`src/rtl/pam4_inj_pkg.sv`:
```
package pam4_inj_pkg;

    localparam int RND_W = 32;
    localparam int THR_W = 16;
    localparam logic [RND_W-1:0] LFSR_MASK = 32'h8020_0003;

    typedef logic [1:0] sym_t;
    typedef logic [1:0] lvl_t;

    typedef struct packed {
        logic hit;   // corrupt this symbol
        logic up;    // slip direction
    } inj_dec_t;

    function automatic lvl_t gray_to_lvl(sym_t s);
        case (s)
            2'b00:   return 2'd0;
            2'b01:   return 2'd1;
            2'b11:   return 2'd2;
            default: return 2'd3;
        endcase
    endfunction

    function automatic sym_t lvl_to_gray(lvl_t l);
        case (l)
            2'd0:    return 2'b00;
            2'd1:    return 2'b01;
            2'd2:    return 2'b11;
            default: return 2'b10;
        endcase
    endfunction

    function automatic logic thr_hit(logic [THR_W-1:0] rnd, logic [THR_W-1:0] thr);
        return (thr == {THR_W{1'b1}}) || (rnd < thr);
    endfunction

    function automatic logic [RND_W-1:0] lfsr_step(logic [RND_W-1:0] s);
        logic [RND_W-1:0] n;
        n = s >> 1;
        if (s[0]) n = n ^ LFSR_MASK;
        return n;
    endfunction

endpackage

```
`src/rtl/pam4_lfsr.sv`:
```
module pam4_lfsr
    import pam4_inj_pkg::*;
#(
    parameter int                STEPS = 16,
    parameter logic [RND_W-1:0]  SEED  = 32'h1D87_2B41
) (
    input  logic             clk,
    input  logic             rst,
    input  logic             adv,
    output logic [RND_W-1:0] rnd
);
    logic [RND_W-1:0] nxt;

    // several shifts per symbol decorrelate successive draws
    always_comb begin
        nxt = rnd;
        for (int i = 0; i < STEPS; i++) nxt = lfsr_step(nxt);
    end

    always_ff @(posedge clk) begin
        if (rst)      rnd <= SEED;
        else if (adv) rnd <= nxt;
    end
endmodule

```
`src/rtl/pam4_burst_ctl.sv`:
```
module pam4_burst_ctl
    import pam4_inj_pkg::*;
(
    input  logic             clk,
    input  logic             rst,
    input  logic             enable,
    input  logic             in_valid,
    input  sym_t             in_sym,
    input  logic [RND_W-1:0] rnd,
    input  logic [THR_W-1:0] start_thr,
    input  logic [THR_W-1:0] cont_thr,
    output inj_dec_t         dec
);
    logic in_burst_q;
    lvl_t lvl;
    logic draw;

    always_comb begin
        lvl  = gray_to_lvl(in_sym);
        draw = in_burst_q ? thr_hit(rnd[THR_W-1:0], cont_thr)
                          : thr_hit(rnd[THR_W-1:0], start_thr);
        dec.hit = enable && in_valid && draw;
        if (lvl == 2'd0)      dec.up = 1'b1;
        else if (lvl == 2'd3) dec.up = 1'b0;
        else                  dec.up = rnd[RND_W-1];
    end

    always_ff @(posedge clk) begin
        if (rst || !enable) in_burst_q <= 1'b0;
        else if (in_valid)  in_burst_q <= dec.hit;
    end
endmodule

```
`src/rtl/pam4_sym_shift.sv`:
```
module pam4_sym_shift
    import pam4_inj_pkg::*;
(
    input  sym_t     in_sym,
    input  inj_dec_t dec,
    output sym_t     out_sym
);
    lvl_t lvl;

    always_comb begin
        lvl = gray_to_lvl(in_sym);
        if (!dec.hit)    out_sym = in_sym;
        else if (dec.up) out_sym = lvl_to_gray(lvl + 2'd1);
        else             out_sym = lvl_to_gray(lvl - 2'd1);
    end
endmodule

```
`src/rtl/pam4_err_cnt.sv`:
```
module pam4_err_cnt #(
    parameter int CNT_W = 32
) (
    input  logic             clk,
    input  logic             rst,
    input  logic             clr,
    input  logic             inc_en,
    input  logic [1:0]       inc,
    output logic [CNT_W-1:0] cnt
);
    always_ff @(posedge clk) begin
        if (rst || clr)  cnt <= '0;
        else if (inc_en) cnt <= cnt + CNT_W'(inc);
    end
endmodule

```
`src/rtl/pam4_burst_injector.sv`:
```
module pam4_burst_injector
    import pam4_inj_pkg::*;
#(
    parameter int               CNT_W     = 32,
    parameter int               LFSR_STEP = 16,
    parameter logic [RND_W-1:0] LFSR_SEED = 32'h1D87_2B41
) (
    input  logic             clk,
    input  logic             rst,
    input  logic             enable,
    input  logic             clear,
    input  logic [15:0]      start_thr,
    input  logic [15:0]      cont_thr,
    input  logic             in_valid,
    input  logic [1:0]       in_sym,
    output logic             out_valid,
    output logic [1:0]       out_sym,
    output logic [CNT_W-1:0] sym_err_cnt,
    output logic [CNT_W-1:0] bit_err_cnt
);
    logic [RND_W-1:0] rnd;
    inj_dec_t         dec;
    sym_t             corr_sym;
    sym_t             diff;
    logic [1:0]       nbits;

    pam4_lfsr #(.STEPS(LFSR_STEP), .SEED(LFSR_SEED)) u_lfsr (
        .clk(clk), .rst(rst), .adv(in_valid), .rnd(rnd)
    );

    pam4_burst_ctl u_ctl (
        .clk(clk), .rst(rst), .enable(enable), .in_valid(in_valid),
        .in_sym(in_sym), .rnd(rnd), .start_thr(start_thr),
        .cont_thr(cont_thr), .dec(dec)
    );

    pam4_sym_shift u_shift (
        .in_sym(in_sym), .dec(dec), .out_sym(corr_sym)
    );

    always_comb begin
        diff  = in_sym ^ corr_sym;
        nbits = {1'b0, diff[0]} + {1'b0, diff[1]};
    end

    always_ff @(posedge clk) begin
        if (rst) begin
            out_valid <= 1'b0;
            out_sym   <= 2'b00;
        end else begin
            out_valid <= in_valid;
            if (in_valid) out_sym <= corr_sym;
        end
    end

    pam4_err_cnt #(.CNT_W(CNT_W)) u_sym_cnt (
        .clk(clk), .rst(rst), .clr(clear), .inc_en(dec.hit),
        .inc(2'd1), .cnt(sym_err_cnt)
    );

    pam4_err_cnt #(.CNT_W(CNT_W)) u_bit_cnt (
        .clk(clk), .rst(rst), .clr(clear), .inc_en(in_valid),
        .inc(nbits), .cnt(bit_err_cnt)
    );
endmodule

```
`config.mk`:
```
export PLATFORM = sky130hd
export DESIGN_NAME = pam4_burst_injector
export DESIGN_NICKNAME = d
export VERILOG_FILES = /design/src/rtl/pam4_inj_pkg.sv /design/src/rtl/pam4_lfsr.sv /design/src/rtl/pam4_burst_ctl.sv /design/src/rtl/pam4_sym_shift.sv /design/src/rtl/pam4_err_cnt.sv /design/src/rtl/pam4_burst_injector.sv
export SDC_FILE = /design/constraint.sdc
export NUM_CORES = 1
export LEC_CHECK = 0
export CORE_ASPECT_RATIO = 0.6
export CORE_MARGIN = 2
export CORE_UTILIZATION = 48
export DETAILED_ROUTE_END_ITERATION = 8
export PLACE_DENSITY = 0.77
export SLEW_MARGIN = 20
export SYNTH_ARGS = -nofsm -noshare
export SYNTH_HDL_FRONTEND = slang
export SYNTH_SLANG_ARGS = --single-unit
```
`constraint.sdc`:
```
create_clock -name clk -period 4.8 [get_ports clk]
set_input_delay 0.96 -clock clk [delete_from_list [all_inputs] [get_ports clk]]
set_output_delay 0.96 -clock clk [all_outputs]
set_load 0.005 [all_outputs]
```
# Word level (Yosys, flattened, before mapping)
# Index checks and enable logic that the tools add are counted.
[totals]
regBits = 100
input_bits = 39
output_inout_bits = 67
wordCells = 74
[op_classes]
add_sub_neg = 5
order_cmp = 2
eq_ne = 9
mux = 24
bitwise = 17
reduce_logical = 11
[op_table]
columns = ["op", "count"]
rows = [
  ["$mux 32", 16],
  ["$not 3->4", 16],
  ["$add 32x1->32 const B", 1],
  ["$add 32x2->32", 1],
  ["$eq 16x16->1 const B", 2],
  ["$lt 16x16->1", 2],
  ["$pmux 2 s3", 3],
  ["$eq 2x2->1 const B", 4],
  ["$logic_not 2->1", 4],
  ["$eq 2x1->1 const B", 3],
  ["$logic_or 1x1->1", 4],
  ["$mux 2", 2],
  ["$mux 1", 3],
  ["$add 1x1->2", 1],
  ["$add 2x1->2 const B", 1],
  ["$logic_and 1x1->1", 2],
  ["$sub 2x1->2 const B", 1],
  ["$xor 2x2->2", 1],
  ["$logic_not 1->1", 1],
]

# Logic depth before layout (Yosys ltp)
# Gate-level depths: netlist (run 1).
[depth]
ltp_word = 32
depth_mapped = 22
depth_no_buf = 21

# Modules after synthesis
# From an unflattened synthesis (run 1), not the netlist that was laid out.
[unflattened]
hier_cells = 688
area_unflattened_um2 = 5974.5
[by_module_without_submodules]
columns = ["mod", "n_inst", "cells_each", "area_per_inst_um2", "seq_area_each_um2"]
rows = [
  ["pam4_err_cnt", 2, 189, 1612.8, 640.6],
  ["pam4_lfsr", 1, 165, 1680.4, 640.6],
  ["pam4_burst_ctl", 1, 127, 895.9, 20.0],
  ["pam4_burst_injector", 1, 13, 131.4, 60.1],
  ["pam4_sym_shift", 1, 5, 41.3, 0.0],
]

# Worst setup path before layout (run 1)
# OpenSTA, ideal clock, no wires.
[synth_timing]
kind = "input port to flip-flop"
from = "input port start_thr[13]"
to = "register u_bit_cnt.cnt[24]"
setup_time_ns = 0.128
t_arrival_ns = 4.649
t_required_ns = 4.672
path_slack_ns = 0.024
cell_stages = 21
n_path_buf = 1
cell_sequence = "inv_1 ha_1 a21o_1 a21o_1 a21oi_1 o311ai_1 a21oi_1 clkbuf_1 nand2_1 a21o_1 fa_1 inv_1 ha_1 nand2_1 nor2_1 nand3_1 or3_1 nor2_1 nand2_1 xor2_1 nor2_1"
[synth_via]
elab_chain_len = 8
word_cells_on_any_way = 9
cone_classes = "add/sub: 2; order compare: 1; eq/ne: 1; mux: 2; bitwise: 1; reduce/logical: 2"
[synth_rtl]
columns = ["element", "line", "rtl"]
rows = [
  ["from (decl)", "pam4_burst_injector.sv:12", "input logic [15:0] start_thr,"],
  ["$lt 16x16->1 / $eq 16x16->1 (equally long branches)", "pam4_inj_pkg.sv:34", "return (thr == {THR_W{1'b1}}) || (rnd < thr);"],
  ["$logic_or 1x1->1 *", "pam4_inj_pkg.sv:34", ""],
  ["$mux 1 *", "pam4_burst_ctl.sv:20", "draw = in_burst_q ? thr_hit(rnd[THR_W-1:0], cont_thr)"],
  ["$logic_and 1x1->1 *", "pam4_burst_ctl.sv:22", "dec.hit = enable && in_valid && draw;"],
  ["$mux 2 *", "pam4_sym_shift.sv:12", "if (!dec.hit) out_sym = in_sym;"],
  ["$xor 2x2->2 *", "pam4_burst_injector.sv:42", "diff = in_sym ^ corr_sym;"],
  ["$add 1x1->2 *", "pam4_burst_injector.sv:43", "nbits = {1'b0, diff[0]} + {1'b0, diff[1]};"],
  ["$add 32x2->32 *", "pam4_err_cnt.sv:13", "else if (inc_en) cnt <= cnt + CNT_W'(inc);"],
  ["to (signal assigned)", "pam4_err_cnt.sv:13", ""],
  ["to (decl)", "pam4_err_cnt.sv:9", "output logic [CNT_W-1:0] cnt"],
]
# Every way passes the cells marked *; elsewhere a longest branch is shown, timed or not.
# A chain may end at the register's enable or synchronous reset.

# Worst setup path in the final report (run 1)
[layout_timing]
from = "input port start_thr[13]"
to = "register u_bit_cnt.cnt[18]"
# Same word-level chain as after synthesis.

==> impl_summary.md, run 1 <==
Global routing
The pin count of the biggest net entering global routing is 64. The first global-routing pass estimated 23.8 mm of wire. The number of global-route vias before repair is 4799. The number of antenna violations at the first check in global routing is 0. The total routing resource utilization after global routing is 23.6%. The remaining global-route overflow is 0.

Worst setup path
The critical path in this run is classified as input pin to register. STA puts the critical path data required time at 5000 ps. The worst setup path is captured at a register. The worst-case register-to-register setup slack is 870 ps. The largest fanout on the critical path is 4. The startpoint kind of the worst setup timing path is an input pin. The data arrival time of the worst path is 4780 ps.

Status
The flow ran to the end, and the final reports show no timing, DRC or antenna violations.

CTS
TritonCTS built the clock tree. Clock-pin slew was measured on the worst setup and hold paths at 70 ps. The clock drives 100 sinks.

The worst-skew pair later-pin latency is 350 ps. The root cell of the clock tree is clkbuf_16. The number of buffers added to fix hold violations after cts is 0.

The maximum root-to-sink buffer count is 2. CTS built an H-tree with a depth of 3. In this run, CTS created clock tree buffers numbering 9.

Timing
Dividing the final minimum period by the clock period gives 95.4%. The post-route setup TNS is 0 ps. The transition time of the tightest slew-check pin is 689 ps. The worst path needs 4580 ps of the cycle, external delays included.

Measured against its own limit, the worst slew margin works out to 54.0%. Timing would allow up to 218 MHz. Between clock sinks in the finished design, the worst skew comes to 13.8 ps. The final count of pins violating max slew is 0.

Setup repair after global routing left no endpoint under its margin. The total count of hold-check failures in the final report is 0. The number of setup violations in the final report is 0.

Run
The number of max-capacitance violations reported is 0.

Yosys
The cell accounting for the most synthesized area is dfxtp_1. The netlist uses 52 different library cells. After synthesis, the largest area contributor takes up 35.8% of total cell area.

The post-synthesis cell area is 5590 sq um. For this run, the number of Yosys warnings is 0. After technology mapping, the gate count stands at 649.

Counting flops with a built-in enable in the synthesized netlist gives 0. Summing the areas of all fa, ha and maj instances in the mapped netlist gives 7.52% of the synthesized area. For this run, asynchronously set or reset flops after synthesis account for 0%.

The post-synthesis compound-gate area fraction is 12.4%. The area share of and/or/nand/nor cells after synthesis is 22.2%. Among all flip-flop cells after synthesis, the most frequent one is dfxtp_1. Multiplexer cells account for 2.87% of the synthesized area. The post-synthesis sequential area ratio is 35.8%. The synthesis-stage register bit count is 100.

The average cell area after synthesis is 8.61 sq um. The synthesized netlist devotes 14.3% of its cell area to XOR and XNOR gates. Ranked by total cell area, the synthesized netlist is headed by dfxtp_1 (36%), ha_1 (7.2%), xor2_1 (5.8%). The largest family of logic cells by synthesized area is simple AND/OR/NAND/NOR gates. When the netlist entered floorplanning its net count stood at 721.

Placement
The HPWL after detailed placement is 10.8 mm. In this run, placement finished with an instance count of 901. The placer's final routability congestion estimate is 0.877. The number of port buffers is 105.

Power
The peak supply drop is 0.000332 V. The total power divided by cell area is 490 nW/um^2. The cell leakage power is 2.73 nW.

Floorplan
The die is 87.6 microns tall. The starting density of the core is 49.3%. In this run the standard cell core region covers 11300 sq um.

The area of the die is 12500 sq um. 106 I/O pins were placed. The floorplan row count is 30. The floorplan step set the die width to 143 microns.

Drt
The count of nets left with antenna violations once routing finished came out at 0. The DRC marker count from the first detailed-route iteration is 364. The remaining routing DRC violations is 0. The number of search-and-repair iterations in the first detailed-routing pass is 4. The number of vias per cell is 5.45.

The average detailed-routed wire length per instance is 16.1 microns. For this block, the routed nets add up to 14.8 mm of wire. Across all layers, the routed design uses 5000 vias.

Layout
The number of nets in the layout is 825. Counting the fill cells in the layout gives 927. The antenna diode count is 0.

The count of cells in the finished layout, fillers not included, comes to 918. The sequential cells in the finished layout cover a total of 2000 sq um. The post-route core utilization is 63.4%. Summing all multi-input logic gate instances after layout gives 3370 sq um.

The share of layout cells above drive strength 1 is 9.23%. The area growth from synthesis to layout is 28.7%.

Worst hold path
The worst min-delay path class is register to register.
## where the power goes
part	leakage [nW]	switching [mW]	total (mW)	internal, mW
Combinational	1.78	0.894	1.76	0.867
Sequential	0.813	0.126	1.05	0.928
Clock	0.142	0.336	0.712	0.375
Total	2.73	1.36	3.53	2.17
## cell usage after synthesis (3+ instances only)
master    number
xnor2_2        7
a21o_1         8
xor2_1        37
nor3_1         8
o31ai_1       11
and3_1        13
nand3_1       24
o21a_1         3
buf_1          3
ha_1          32
clkbuf_1      23
a21oi_1       47
a211oi_1       5
nand2_1       30
dfxtp_1      100
or4_1         11
nor2b_1        8
inv_1         42
and2_1         3
xnor2_1       31
o41ai_1        4
nand4_1       32
mux2i_1       16
o311ai_1       3
or2_2         11
or3_1         15
o21ai_0       21
nor2_1        73
## placed cells by master (no fill, tap or decap), types with 4 or more instances in the layout
cell             instances
clkdlybuf4s50_1        104
xnor2_1                 31
and3_1                  13
nand2_1                 30
clkbuf_16                9
a21o_1                   8
o41ai_1                  4
nor2_1                  71
or4_1                   11
dfxtp_1                100
o31ai_1                 11
a21oi_1                 46
xnor2_2                  7
or2_2                   10
mux2i_1                 16
ha_1                    32
buf_4                   15
nor3_1                   7
a211oi_1                 5
nand4_1                 32
o21ai_0                 20
inv_1                   42
xor2_1                  37
or3_1                   14
nor2b_1                  8
nand3_1                 24
## area by class of cell
type	instances	share of cell area, %
Sequential cell	100	27.8
Multi-Input combinational cell	479	46.9
Inverter	42	2.19
Clock inverter	6	0.748
Timing Repair Buffer	121	16.3
Tap cell	160	2.78
Clock buffer	10	3.32
## state kept, by name, summed over array words and instances (netlist names)
register and count:
u_lfsr.rnd 32, out_sym 2, u_bit_cnt.cnt 32, u_sym_cnt.cnt 32, out_valid 1, u_ctl.in_burst_q 1
## worst paths after layout
kind | from | to | depth (start not counted)
max | start_thr[13] | u_bit_cnt.cnt[18]$_SDFFE_PP0P_ | 21
min | out_sym[1]$_SDFFE_PP0P_ | out_sym[1]$_SDFFE_PP0P_ | 2
max reg2reg | u_lfsr.rnd[13]$_SDFFE_PP1P_ | u_bit_cnt.cnt[18]$_SDFFE_PP0P_ | 19
min reg2reg | out_sym[1]$_SDFFE_PP0P_ | out_sym[1]$_SDFFE_PP0P_ | 2
## timing repair
item	4_1_cts	5_1_grt
hold endpoints to repair	0	0
buffers inserted	0	1
gates resized for setup	0	14
setup endpoints to repair	0	15
## metrics by stage
stage	setup WS, ps	hold WS, ps	cell area, sq um	power (mW)
after floorplan	23.8	456	5590	2.45
after global placement	-134	470	6830	2.75
after detailed placement	-353	475	6830	2.80
after CTS	3.19	492	7120	3.53
after global routing	14.3	521	7190	3.73
final	221	487	7190	3.53
## layer usage
layer | GRT usage [%] | wire [microns] | vias up
li1 | - | - | 2481
met1 | 33.6 | 7400 | 2355
met2 | 37.0 | 6230 | 156
met3 | 5.74 | 1070 | 8
met4 | 4.90 | 91 | 0
met5 | 0 | 0 | -
## worst max-delay path, cell delays in order
cell             delay [ps]
clkdlybuf4s50_1         490
inv_1                    50
ha_1                    300
a21o_1                  160
a21o_1                  170
a21oi_1                 200
o311ai_1                150
a21oi_2                 220
buf_4                   150
nand4_1                 130
fa_2                    400
inv_1                    90
ha_1                    170
nand2_1                  70
nor2_2                  110
nand3_1                 110
or3_4                   380
buf_4                   160
nor2_1                  110
xnor2_1                 130
nor2_1                   60
## kinds of logic (layout without fill, tap and decap cells)
kind of cell	count (synthesis)	after routing
buffers and inverters	70	179
AO/OA/AOI/OAI	112	112
adder cells (fa/ha/maj)	33	33
flip-flops	100	100
multiplexers	16	16
XOR/XNOR	79	79
AND/OR/NAND/NOR	239	239
Power figures use the tool's default switching activity.
==> run 2, diff against run 1 <==
Settings changed: CTS_CLUSTER_SIZE set to 30.
==> results of run 2 <==
The final DEF is identical to that of run 1; final timing and power are the same.
